$ cat config.mk
export PLATFORM = sky130hd
export DESIGN_NAME = cl_lag_correlator
export DESIGN_NICKNAME = d
export VERILOG_FILES = /design/src/rtl/cl_pkg.sv /design/src/rtl/cl_sample_decode.sv /design/src/rtl/cl_lag_accum.sv /design/src/rtl/cl_result_buffer.sv /design/src/rtl/cl_lag_correlator.sv
export SDC_FILE = /design/constraint.sdc
export NUM_CORES = 1
export LEC_CHECK = 0
export ABC_CLOCK_PERIOD_IN_PS = 7110
export BUFFER_PORTS_ARGS = -buffer_cell sky130_fd_sc_hd__buf_2
export CORE_MARGIN = 2
export CORE_UTILIZATION = 60
export CTS_CLUSTER_SIZE = 24
export DETAILED_ROUTE_END_ITERATION = 7
export PLACE_DENSITY = 0.8
export SETUP_SLACK_MARGIN = 0.05
export SYNTH_ARGS = -nofsm -noshare
export SYNTH_HDL_FRONTEND = slang
export SYNTH_HIERARCHICAL = 1
export SYNTH_SLANG_ARGS = --single-unit
$ cat constraint.sdc
create_clock -name clk -period 7.11 [get_ports clk]
set_clock_uncertainty 0.1 [all_clocks]
set_input_delay 1.0665 -clock clk [delete_from_list [all_inputs] [get_ports clk]]
set_output_delay 1.0665 -clock clk [all_outputs]
set_load 0.05 [all_outputs]
$ cat src/rtl/cl_pkg.sv
// Package: shared widths and the sample code type for the lag accumulator.
// Assumes two-bit quantised samples; levels fit in 3 signed bits, products in 5.
package cl_pkg;

    localparam int LEVEL_W = 3;
    localparam int PROD_W  = 5;

    // One sample as seen on its three wires.
    typedef struct packed {
        logic sgn;
        logic mag;
        logic vld;
    } cl_sample_t;

endpackage

$ cat src/rtl/cl_sample_decode.sv
// Module: maps one three-wire sample code to a signed level and a usable flag.
// Assumes the code is stable around the clock edge; purely combinational.
module cl_sample_decode
    import cl_pkg::*;
(
    input  cl_sample_t                  smp_i,
    input  logic                        ign_valid_i,
    output logic signed [LEVEL_W-1:0]   level_o,
    output logic                        usable_o
);

    // Level from sign and magnitude; usable when valid or validity is ignored.
    always_comb begin
        unique case ({smp_i.sgn, smp_i.mag})
            2'b00:   level_o = 3'sd1;
            2'b01:   level_o = 3'sd3;
            2'b10:   level_o = -3'sd1;
            default: level_o = -3'sd3;
        endcase
        usable_o = ign_valid_i | smp_i.vld;
    end

endmodule

$ cat src/rtl/cl_lag_accum.sv
// Module: multiplies two levels and keeps a split accumulator
// (LOW_W fine bits below an UPPER_W counter) with a counter-only clear.
// Assumes synchronous single-cycle strobes; the sum wraps on overflow.
module cl_lag_accum
    import cl_pkg::*;
#(
    parameter int LOW_W   = 3,
    parameter int UPPER_W = 24
) (
    input  logic                        clk,
    input  logic                        rst_n,
    input  logic signed [LEVEL_W-1:0]   lvl_a_i,
    input  logic signed [LEVEL_W-1:0]   lvl_b_i,
    input  logic                        use_a_i,
    input  logic                        use_b_i,
    input  logic                        acc_en_i,
    input  logic                        clr_i,
    output logic [UPPER_W-1:0]          upper_o
);

    localparam int ACC_W = LOW_W + UPPER_W;
    localparam int EXT_W = ACC_W - PROD_W;

    logic signed [PROD_W-1:0] ext_a, ext_b, prod;
    logic [ACC_W-1:0]         acc_q, prod_ext, sum;
    logic                     do_add;

    // Widen the levels, form the product and the candidate sum.
    always_comb begin
        ext_a    = $signed({{(PROD_W-LEVEL_W){lvl_a_i[LEVEL_W-1]}}, lvl_a_i});
        ext_b    = $signed({{(PROD_W-LEVEL_W){lvl_b_i[LEVEL_W-1]}}, lvl_b_i});
        prod     = ext_a * ext_b;
        prod_ext = {{EXT_W{prod[PROD_W-1]}}, prod};
        sum      = acc_q + prod_ext;
        do_add   = acc_en_i & use_a_i & use_b_i;
    end

    // Accumulator register: clear zeroes the counter, fine bits follow the add.
    always_ff @(posedge clk) begin
        if (!rst_n) begin
            acc_q <= '0;
        end else if (clr_i) begin
            acc_q[ACC_W-1:LOW_W] <= '0;
            if (do_add) acc_q[LOW_W-1:0] <= sum[LOW_W-1:0];
        end else if (do_add) begin
            acc_q <= sum;
        end
    end

    assign upper_o = acc_q[ACC_W-1:LOW_W];

    AST_ADD_STEP: assert property (@(posedge clk) disable iff (!rst_n)
        (acc_en_i && use_a_i && use_b_i && !clr_i) |=> acc_q == $past(acc_q) + $past(prod_ext));
    AST_IDLE_HOLD: assert property (@(posedge clk) disable iff (!rst_n)
        (!acc_en_i && !clr_i) |=> $stable(acc_q));
    AST_INVALID_SKIP: assert property (@(posedge clk) disable iff (!rst_n)
        (!(use_a_i && use_b_i) && !clr_i) |=> $stable(acc_q));
    AST_CLEAR_UPPER: assert property (@(posedge clk) disable iff (!rst_n)
        clr_i |=> upper_o == '0);
    AST_CLEAR_KEEPS_LOW: assert property (@(posedge clk) disable iff (!rst_n)
        (clr_i && !acc_en_i) |=> $stable(acc_q[LOW_W-1:0]));

endmodule

$ cat src/rtl/cl_result_buffer.sv
// Module: readout register that captures the counter on a load strobe.
// Assumes the counter input is the pre-edge register value, so a same-edge
// clear does not disturb what is captured.
module cl_result_buffer #(
    parameter int UPPER_W = 24
) (
    input  logic                clk,
    input  logic                rst_n,
    input  logic                load_i,
    input  logic [UPPER_W-1:0]  upper_i,
    output logic [UPPER_W-1:0]  result_o
);

    // Capture the counter on load, hold otherwise.
    always_ff @(posedge clk) begin
        if (!rst_n)      result_o <= '0;
        else if (load_i) result_o <= upper_i;
    end

    AST_LOAD_COPY: assert property (@(posedge clk) disable iff (!rst_n)
        load_i |=> result_o == $past(upper_i));
    AST_RESULT_HOLD: assert property (@(posedge clk) disable iff (!rst_n)
        !load_i |=> $stable(result_o));

endmodule

$ cat src/rtl/cl_lag_correlator.sv
// Module: top of the lag accumulator. Decodes two sample channels, accumulates
// their product and buffers the counter for readout.
// Assumes all inputs are synchronous to clk and strobes are single-cycle.
module cl_lag_correlator
    import cl_pkg::*;
#(
    parameter int LOW_W   = 3,
    parameter int UPPER_W = 24
) (
    input  logic                clk,
    input  logic                rst_n,
    input  logic                a_sign,
    input  logic                a_mag,
    input  logic                a_valid,
    input  logic                b_sign,
    input  logic                b_mag,
    input  logic                b_valid,
    input  logic                ign_valid,
    input  logic                acc_en,
    input  logic                load,
    input  logic                clear,
    output logic [UPPER_W-1:0]  result
);

    localparam int NCH = 2;

    cl_sample_t                 smp   [NCH];
    logic signed [LEVEL_W-1:0]  level [NCH];
    logic                       usable[NCH];
    logic [UPPER_W-1:0]         upper;

    // Gather the port wires into sample records.
    always_comb begin
        smp[0] = '{sgn: a_sign, mag: a_mag, vld: a_valid};
        smp[1] = '{sgn: b_sign, mag: b_mag, vld: b_valid};
    end

    for (genvar ch = 0; ch < NCH; ch++) begin : g_dec
        cl_sample_decode u_dec (
            .smp_i       (smp[ch]),
            .ign_valid_i (ign_valid),
            .level_o     (level[ch]),
            .usable_o    (usable[ch])
        );

        AST_LEVEL_SET: assert property (@(posedge clk) disable iff (!rst_n)
            (level[ch] == 3'sd1 || level[ch] == 3'sd3 ||
             level[ch] == -3'sd1 || level[ch] == -3'sd3));
        AST_INVALID_DROP: assert property (@(posedge clk) disable iff (!rst_n)
            (!ign_valid && !smp[ch].vld) |-> !usable[ch]);
        AST_IGNORE_USES: assert property (@(posedge clk) disable iff (!rst_n)
            ign_valid |-> usable[ch]);
    end

    cl_lag_accum #(.LOW_W(LOW_W), .UPPER_W(UPPER_W)) u_acc (
        .clk      (clk),
        .rst_n    (rst_n),
        .lvl_a_i  (level[0]),
        .lvl_b_i  (level[1]),
        .use_a_i  (usable[0]),
        .use_b_i  (usable[1]),
        .acc_en_i (acc_en),
        .clr_i    (clear),
        .upper_o  (upper)
    );

    cl_result_buffer #(.UPPER_W(UPPER_W)) u_buf (
        .clk      (clk),
        .rst_n    (rst_n),
        .load_i   (load),
        .upper_i  (upper),
        .result_o (result)
    );

    AST_LOAD_PRECLEAR: assert property (@(posedge clk) disable iff (!rst_n)
        (load && clear) |=> result == $past(upper));
    AST_RESET_ZERO: assert property (@(posedge clk)
        !rst_n |=> result == '0);

endmodule

==> reports/results.tsv, run 1 <==
metric	value	unit
n_diodes	0	
Post-synth EDFFs	0	
vias in the first global route	2896	
reg-to-reg startpoint	u_acc/acc_q[0]	
Post-CTS Hold Buffers	0	
initial antenna violation count	0	
CP endpoint	u_acc/acc_q[19]	
Mapped Nets	508	
TNS Setup	0	ps
postcts setup bufs	0	
critical path depth	20	
dpl hpwl	5750	um
period utilisation layout	0.772	
post-synthesis register bit count	51	
Placed Instance Area	0.00389	mm^2
drt first pass iters	4	
count of pins over their slew limit	0	
DR WL/cell	14.9	um
post-CTS sizing	0	
sw frac	0.411	
total track usage	0.222	
crit path launch	a_mag	
Syn Inst Count	456	
crit-path cells	buf_2 > ha_1 > or2_1 > nand2_1 > fa_1 > fa_1 > inv_1 > ha_1 > xnor2_1 > xnor2_1 > xnor2_2 > buf_4 > ha_1 > nand2_1 > nor2_1 > nand3_1 > a211oi_1 > or2_1 > a311o_1 > o211ai_1	
drt drc	0	
Seq pwr share	0.312	
startpoint types	input port	
drt first-iter violations	145	
Hold Slack	383	ps
Max clock buf depth	2	
Skew-Pair Late Insertion Delay	310	ps
Final nets	509	
TritonCTS Buffers	5	
io pins	36	
Peak VDD IR	137	uV
global placement routability congestion	0.895	
reg2reg path depth	9	
sequential area share after synthesis	0.262	
R2R Setup Slk	4420	ps
worst-path fanout max	18	
most used cell, CP	ha_1	
Synth cell types	57	
Filler Cell Count	582	
Syn-to-layout area delta	2.83	%
multi-input logic area	0.00251	mm^2
PortBufs	35	
Final min period	5490	ps
Clock Power Share	0.205	
Hold Path Class	reg -> reg	
pin count of the biggest net entering global routing	36	
clock root buffer	clkbuf_8	
Top FF cell, synth	dfxtp_1	
status	finished clean	
register area	0.00102	mm^2
worst setup path class	in -> reg	
cell internal pwr	591	uW
die area	0.00715	mm^2
TritonCTS Sinks	51	
CTS tree	yes	
asr flop ratio synth	0	
clk slew on worst S/H paths	100	ps
worst path required time	7210	ps
std cell rows	29	
Finished Cell Area	0.00400	mm^2
Fmax achieved	182	MHz
Initial Util	0.617	
die width	84.6	um
Hold Vio Cnt, Final	0	
Ys Warns	6	
Syn Std Cell Area	0.00389	mm^2
GR Overflow Total	0	
Max Cap Viol	0	
RSZ-0062 raised after global routing	no	
CP arrival	5590	ps
Leak	1.81	nW
Critical-path top delay cell	a211oi_1	
number of H-tree levels	2	
CP top delay family	adder cells	
layout cells sized above 1	0.124	
Worst Tran Pin Value	971	ps
DIE HEIGHT	84.6	um
sw power	412	uW
Core ar.	0.00631	mm^2
buffers plus inverters on the worst setup path	3	
Post-Route WL	7980	um
total number of vias	3148	
reg2reg end	u_acc/acc_q[20]	
Power Density	250	mW/mm^2
Setup violations, final	0	
routed vias/inst	5.88	
first-pass GRT wire length	13300	um
Comb power frac	0.483	
max incr delay on CP	540	ps
Avg Inst Size Synth	8.54	um^2
kind of end point of the critical path	register	
slew margin rel.	0.353	
Antenna Violating Nets Remaining	0	
[cell usage in the layout (no fill, tap or decap), drive strengths merged, types with 9 or more instances in the layout]
cell / netlist / routed
a21o: 9 / 9
a21oi: 38 / 38
buf: 30 / 38
dfxtp: 51 / 51
ha: 36 / 36
inv: 17 / 17
mux2i: 24 / 24
nand2: 44 / 44
nand3: 18 / 18
nor2: 13 / 13
nor2b: 26 / 26
o21ai: 14 / 14
xnor2: 13 / 13
[Yosys cell counts (3+ instances only)]
cell type / instances / share of area
nand3_1: 18 / 0.023
nor3_1: 6 / 0.0077
nor2_1: 13 / 0.013
or3_1: 6 / 0.0096
o21a_1: 6 / 0.012
or2_1: 6 / 0.0096
nor4_1: 3 / 0.0048
nand2_1: 44 / 0.042
buf_4: 26 / 0.050
nor2b_1: 26 / 0.042
and2_1: 6 / 0.0096
nand4_1: 6 / 0.0096
and3_1: 5 / 0.0080
fa_1: 4 / 0.021
inv_1: 17 / 0.016
xnor2_1: 13 / 0.029
nand2b_1: 3 / 0.0048
mux2i_1: 24 / 0.062
a21oi_1: 37 / 0.048
a211oi_1: 3 / 0.0058
o21bai_1: 6 / 0.012
dfxtp_1: 51 / 0.26
o21ai_0: 13 / 0.017
o211ai_1: 6 / 0.012
a21boi_0: 5 / 0.0096
a21o_1: 9 / 0.017
xor2_1: 3 / 0.0067
ha_1: 36 / 0.12
clkbuf_1: 13 / 0.013
a31oi_1: 4 / 0.0064
nand3b_1: 5 / 0.0096
[cell families (layout without fill, tap and decap cells)]
| family | after synthesis | count (layout) | synth area share |
|---|---|---|---|
| xor+xnor | 16 | 16 | 0.0360 |
| simple gates | 150 | 150 | 0.201 |
| compound gates | 112 | 112 | 0.207 |
| fa+ha+maj | 40 | 40 | 0.136 |
| flops | 51 | 51 | 0.262 |
| other cells | 2 | 2 | 0.00193 |
| mux | 24 | 24 | 0.0617 |
| buf+inv | 61 | 63 | 0.0945 |
[power groups by stage]
stage	combinational [mW]	sequential, mW	clock, mW
2_1_floorplan	0.386	0.330	0
3_3_place_gp	0.464	0.319	0
3_5_place_dp	0.475	0.320	0
4_1_cts	0.480	0.313	0.213
5_1_grt	0.536	0.315	0.222
6_report	0.484	0.313	0.205
[per-layer routing]
metal,share of wire,up-vias,wire length (um),GRT usage
li1,-,1595,-,-
met1,0.45,1472,3610,0.282
met2,0.49,71,3950,0.401
met3,0.040,10,316,0.0295
met4,0.013,0,101,0.0491
met5,0,-,0,0
[area by class of cell]
type                    count  share of cell area
flip-flops and latches     51               0.255
inverters                  17              0.0159
clock inverters             3              0.0109
repair buffers             38              0.0494
clock buffers               5              0.0172
well taps                  77              0.0241
multi-input cells         344               0.628
[worst min-delay path by stage]
stage | startpoint | to | cells after the start | slack [ps]
floorplan | u_acc/acc_q[0] | u_acc/acc_q[0] | 2 | 350
global placement | u_acc/acc_q[0] | u_acc/acc_q[0] | 2 | 360
detailed placement | u_acc/acc_q[15] | u_acc/acc_q[15] | 2 | 370
CTS | u_acc/acc_q[15] | u_acc/acc_q[15] | 2 | 380
global route | u_acc/acc_q[15] | u_acc/acc_q[15] | 2 | 410
finish | u_acc/acc_q[15] | u_acc/acc_q[15] | 2 | 380
[worst register-to-register path, delay by kind of cell (launching register included)]
family	cells	cell delay [ps]
AOI/OAI and AO/OA	6	1460
adders and majority gates	2	640
DFF	1	320
and+or+nand+nor	1	70
[state kept, by name, indices dropped and copies added, names as in the netlist]
register / flops
u_acc/acc_q: 27
u_buf/result_o: 24
[stage by stage]
step                      utilization  total power, mW  setup slack, ps  std cells
after global routing            0.634             1.07             1190        535
after CTS                       0.634             1.01             1620        535
after floorplan                     -            0.716              904        456
final                           0.634             1.00             1620        535
after detailed placement        0.616            0.795             1290        527
after global placement          0.616            0.784             1410        527
No activity file was read; power rests on OpenSTA's default activity.
==> run 2, diff against run 1 <==
- ABC_CLOCK_PERIOD_IN_PS: 7110 -> 5760
- clock period: 7.11 -> 5.76 ns (I/O delays scaled with it)
==> run 2 against run 1 <==
Against the previous run: cell count stayed put; critical path depth up 1; clock-buffer cell count increased by 1; global-route usage is 0.69 points higher; non-clock buffer count up 1; via count grew 1.3%; die area did not move; highest routed layer unchanged.
==> reports/results.tsv, run 2 (same netlist as run 1, synthesis figures left out) <==
metric	value	unit
CP arrival	5220	ps
DIE HEIGHT	84.6	um
initial antenna violation count	0	
fin util	0.631	
worst setup path class	in -> reg	
Post-Route WL	7850	um
Post-CTS Hold Buffers	0	
drt first pass iters	4	
slew margin rel.	0.355	
pin count of the biggest net entering global routing	36	
max reg flops	27	
number of H-tree levels	2	
setup ws final	622	ps
clk slew on worst S/H paths	80	ps
most used cell, CP	ha_1	
Final nets	510	
dpl hpwl	5650	um
Worst Tran Pin Value	968	ps
pre-CTS setup slack	339	ps
postcts setup bufs	0	
worst path required time	5840	ps
Leak	1.80	nW
kind of end point of the critical path	register	
Hold Slack	371	ps
Filler Cell Count	552	
PortBufs	35	
die area	0.00715	mm^2
Skew-Pair Late Insertion Delay	300	ps
most frequent cells in the layout	dfxtp_1, nand2_1, a21oi_1	
Max clock buf depth	2	
Top reg by flops	u_acc/acc_q	
Critical-path top delay cell	fa_1	
clock root buffer	clkbuf_8	
drt drc	0	
Core ar.	0.00631	mm^2
total number of vias	3188	
std cell rows	29	
worst-path fanout max	15	
TritonCTS Sinks	51	
total track usage	0.229	
layout cells sized above 1	0.124	
Peak VDD IR	146	uV
status	finished clean	
Hold Vio Cnt, Final	0	
period utilisation layout	0.892	
Setup violations, final	0	
largest registers	u_acc/acc_q (27), u_buf/result_o (24)	
crit-path cells	buf_2 > inv_1 > ha_1 > or2_1 > nand2_1 > fa_1 > fa_1 > inv_1 > ha_1 > xnor2_1 > xnor2_1 > xnor2_2 > buf_4 > ha_1 > nand3_1 > or3_1 > o22ai_1 > o21ai_1 > o31ai_2 > a21oi_1 > nand4b_1	
post-CTS sizing	0	
io pins	36	
TritonCTS Buffers	5	
CTS tree	yes	
GR Overflow Total	0	
first-pass GRT wire length	13800	um
Max Cap Viol	0	
drt first-iter violations	209	
routed vias/inst	5.96	
Initial Util	0.617	
max incr delay on CP	430	ps
vias in the first global route	3088	
startpoint types	input port	
Fmax achieved	195	MHz
TNS Setup	0	ps
Hold Path Class	reg -> reg	
RSZ-0062 raised after global routing	no	
die width	84.6	um
Final min period	5140	ps
count of pins over their slew limit	0	
commonest non-fill, non-tap cell in the layout	dfxtp_1	
global placement routability congestion	0.898	
Antenna Violating Nets Remaining	0	
DR WL/cell	14.7	um
n_diodes	0	
Power Density	300	mW/mm^2
Syn-to-layout area delta	2.38	%
-- run 2: cell count changes in the layout (fill, tap and decap cells not counted), sizes merged --
cell | previous run | this run
buf | 38 | 39
bufinv | 1 | 0
clkbuf | 5 | 6
clkinv | 2 | 1
-- run 2: through the flow --
step	cells	total power, mW	cell area, um^2
global route	535	1.29	3990
detailed placement	528	0.988	3900
CTS	535	1.20	3990
finish	535	1.20	3990
global placement	528	0.971	3900
floorplan	456	0.886	3900
-- run 2: worst max-delay path, delay by kind of cell --
family	cells	cell delay, ps
adder cells (fa/ha/maj)	5	1510
AND/OR/NAND/NOR	5	1150
AO/OA/AOI/OAI	4	830
XOR/XNOR	3	440
buffers and inverters	4	410
-- run 2: metal layers --
metal | track usage | part of all wire | vias to the layer above
met5 | 0 | 0 | -
met4 | 0.0635 | 0.011 | 0
met3 | 0.0383 | 0.041 | 9
met2 | 0.394 | 0.49 | 71
met1 | 0.297 | 0.46 | 1512
li1 | - | - | 1596
-- run 2: power breakdown --
| group | leakage, nW | internal (mW) | switching [mW] |
|---|---|---|---|
| Sequential | 0.413 | 0.371 | 0.0148 |
| Clock | 0.0470 | 0.0945 | 0.112 |
| Combinational | 1.34 | 0.233 | 0.370 |
-- run 2: cell type report --
class                   instances  area [um^2]  area share
flip-flops and latches         51         1020       0.256
clock inverters                 1         5.00     0.00126
repair buffers                 39          205      0.0515
well taps                      77         96.3      0.0242
multi-input cells             344         2510       0.630
inverters                      17         63.8      0.0160
clock buffers                   6         82.6      0.0207
-- run 2: path summary, 6_finish.rpt --
kind	startpoint	end	slack, ps	cells past startpoint
setup / recovery	a_mag	u_acc/acc_q[26]	620	21
hold / removal	u_acc/acc_q[0]	u_acc/acc_q[0]	370	2
setup reg to reg	u_acc/acc_q[0]	u_acc/acc_q[20]	3000	9
hold reg to reg	u_acc/acc_q[0]	u_acc/acc_q[0]	370	2
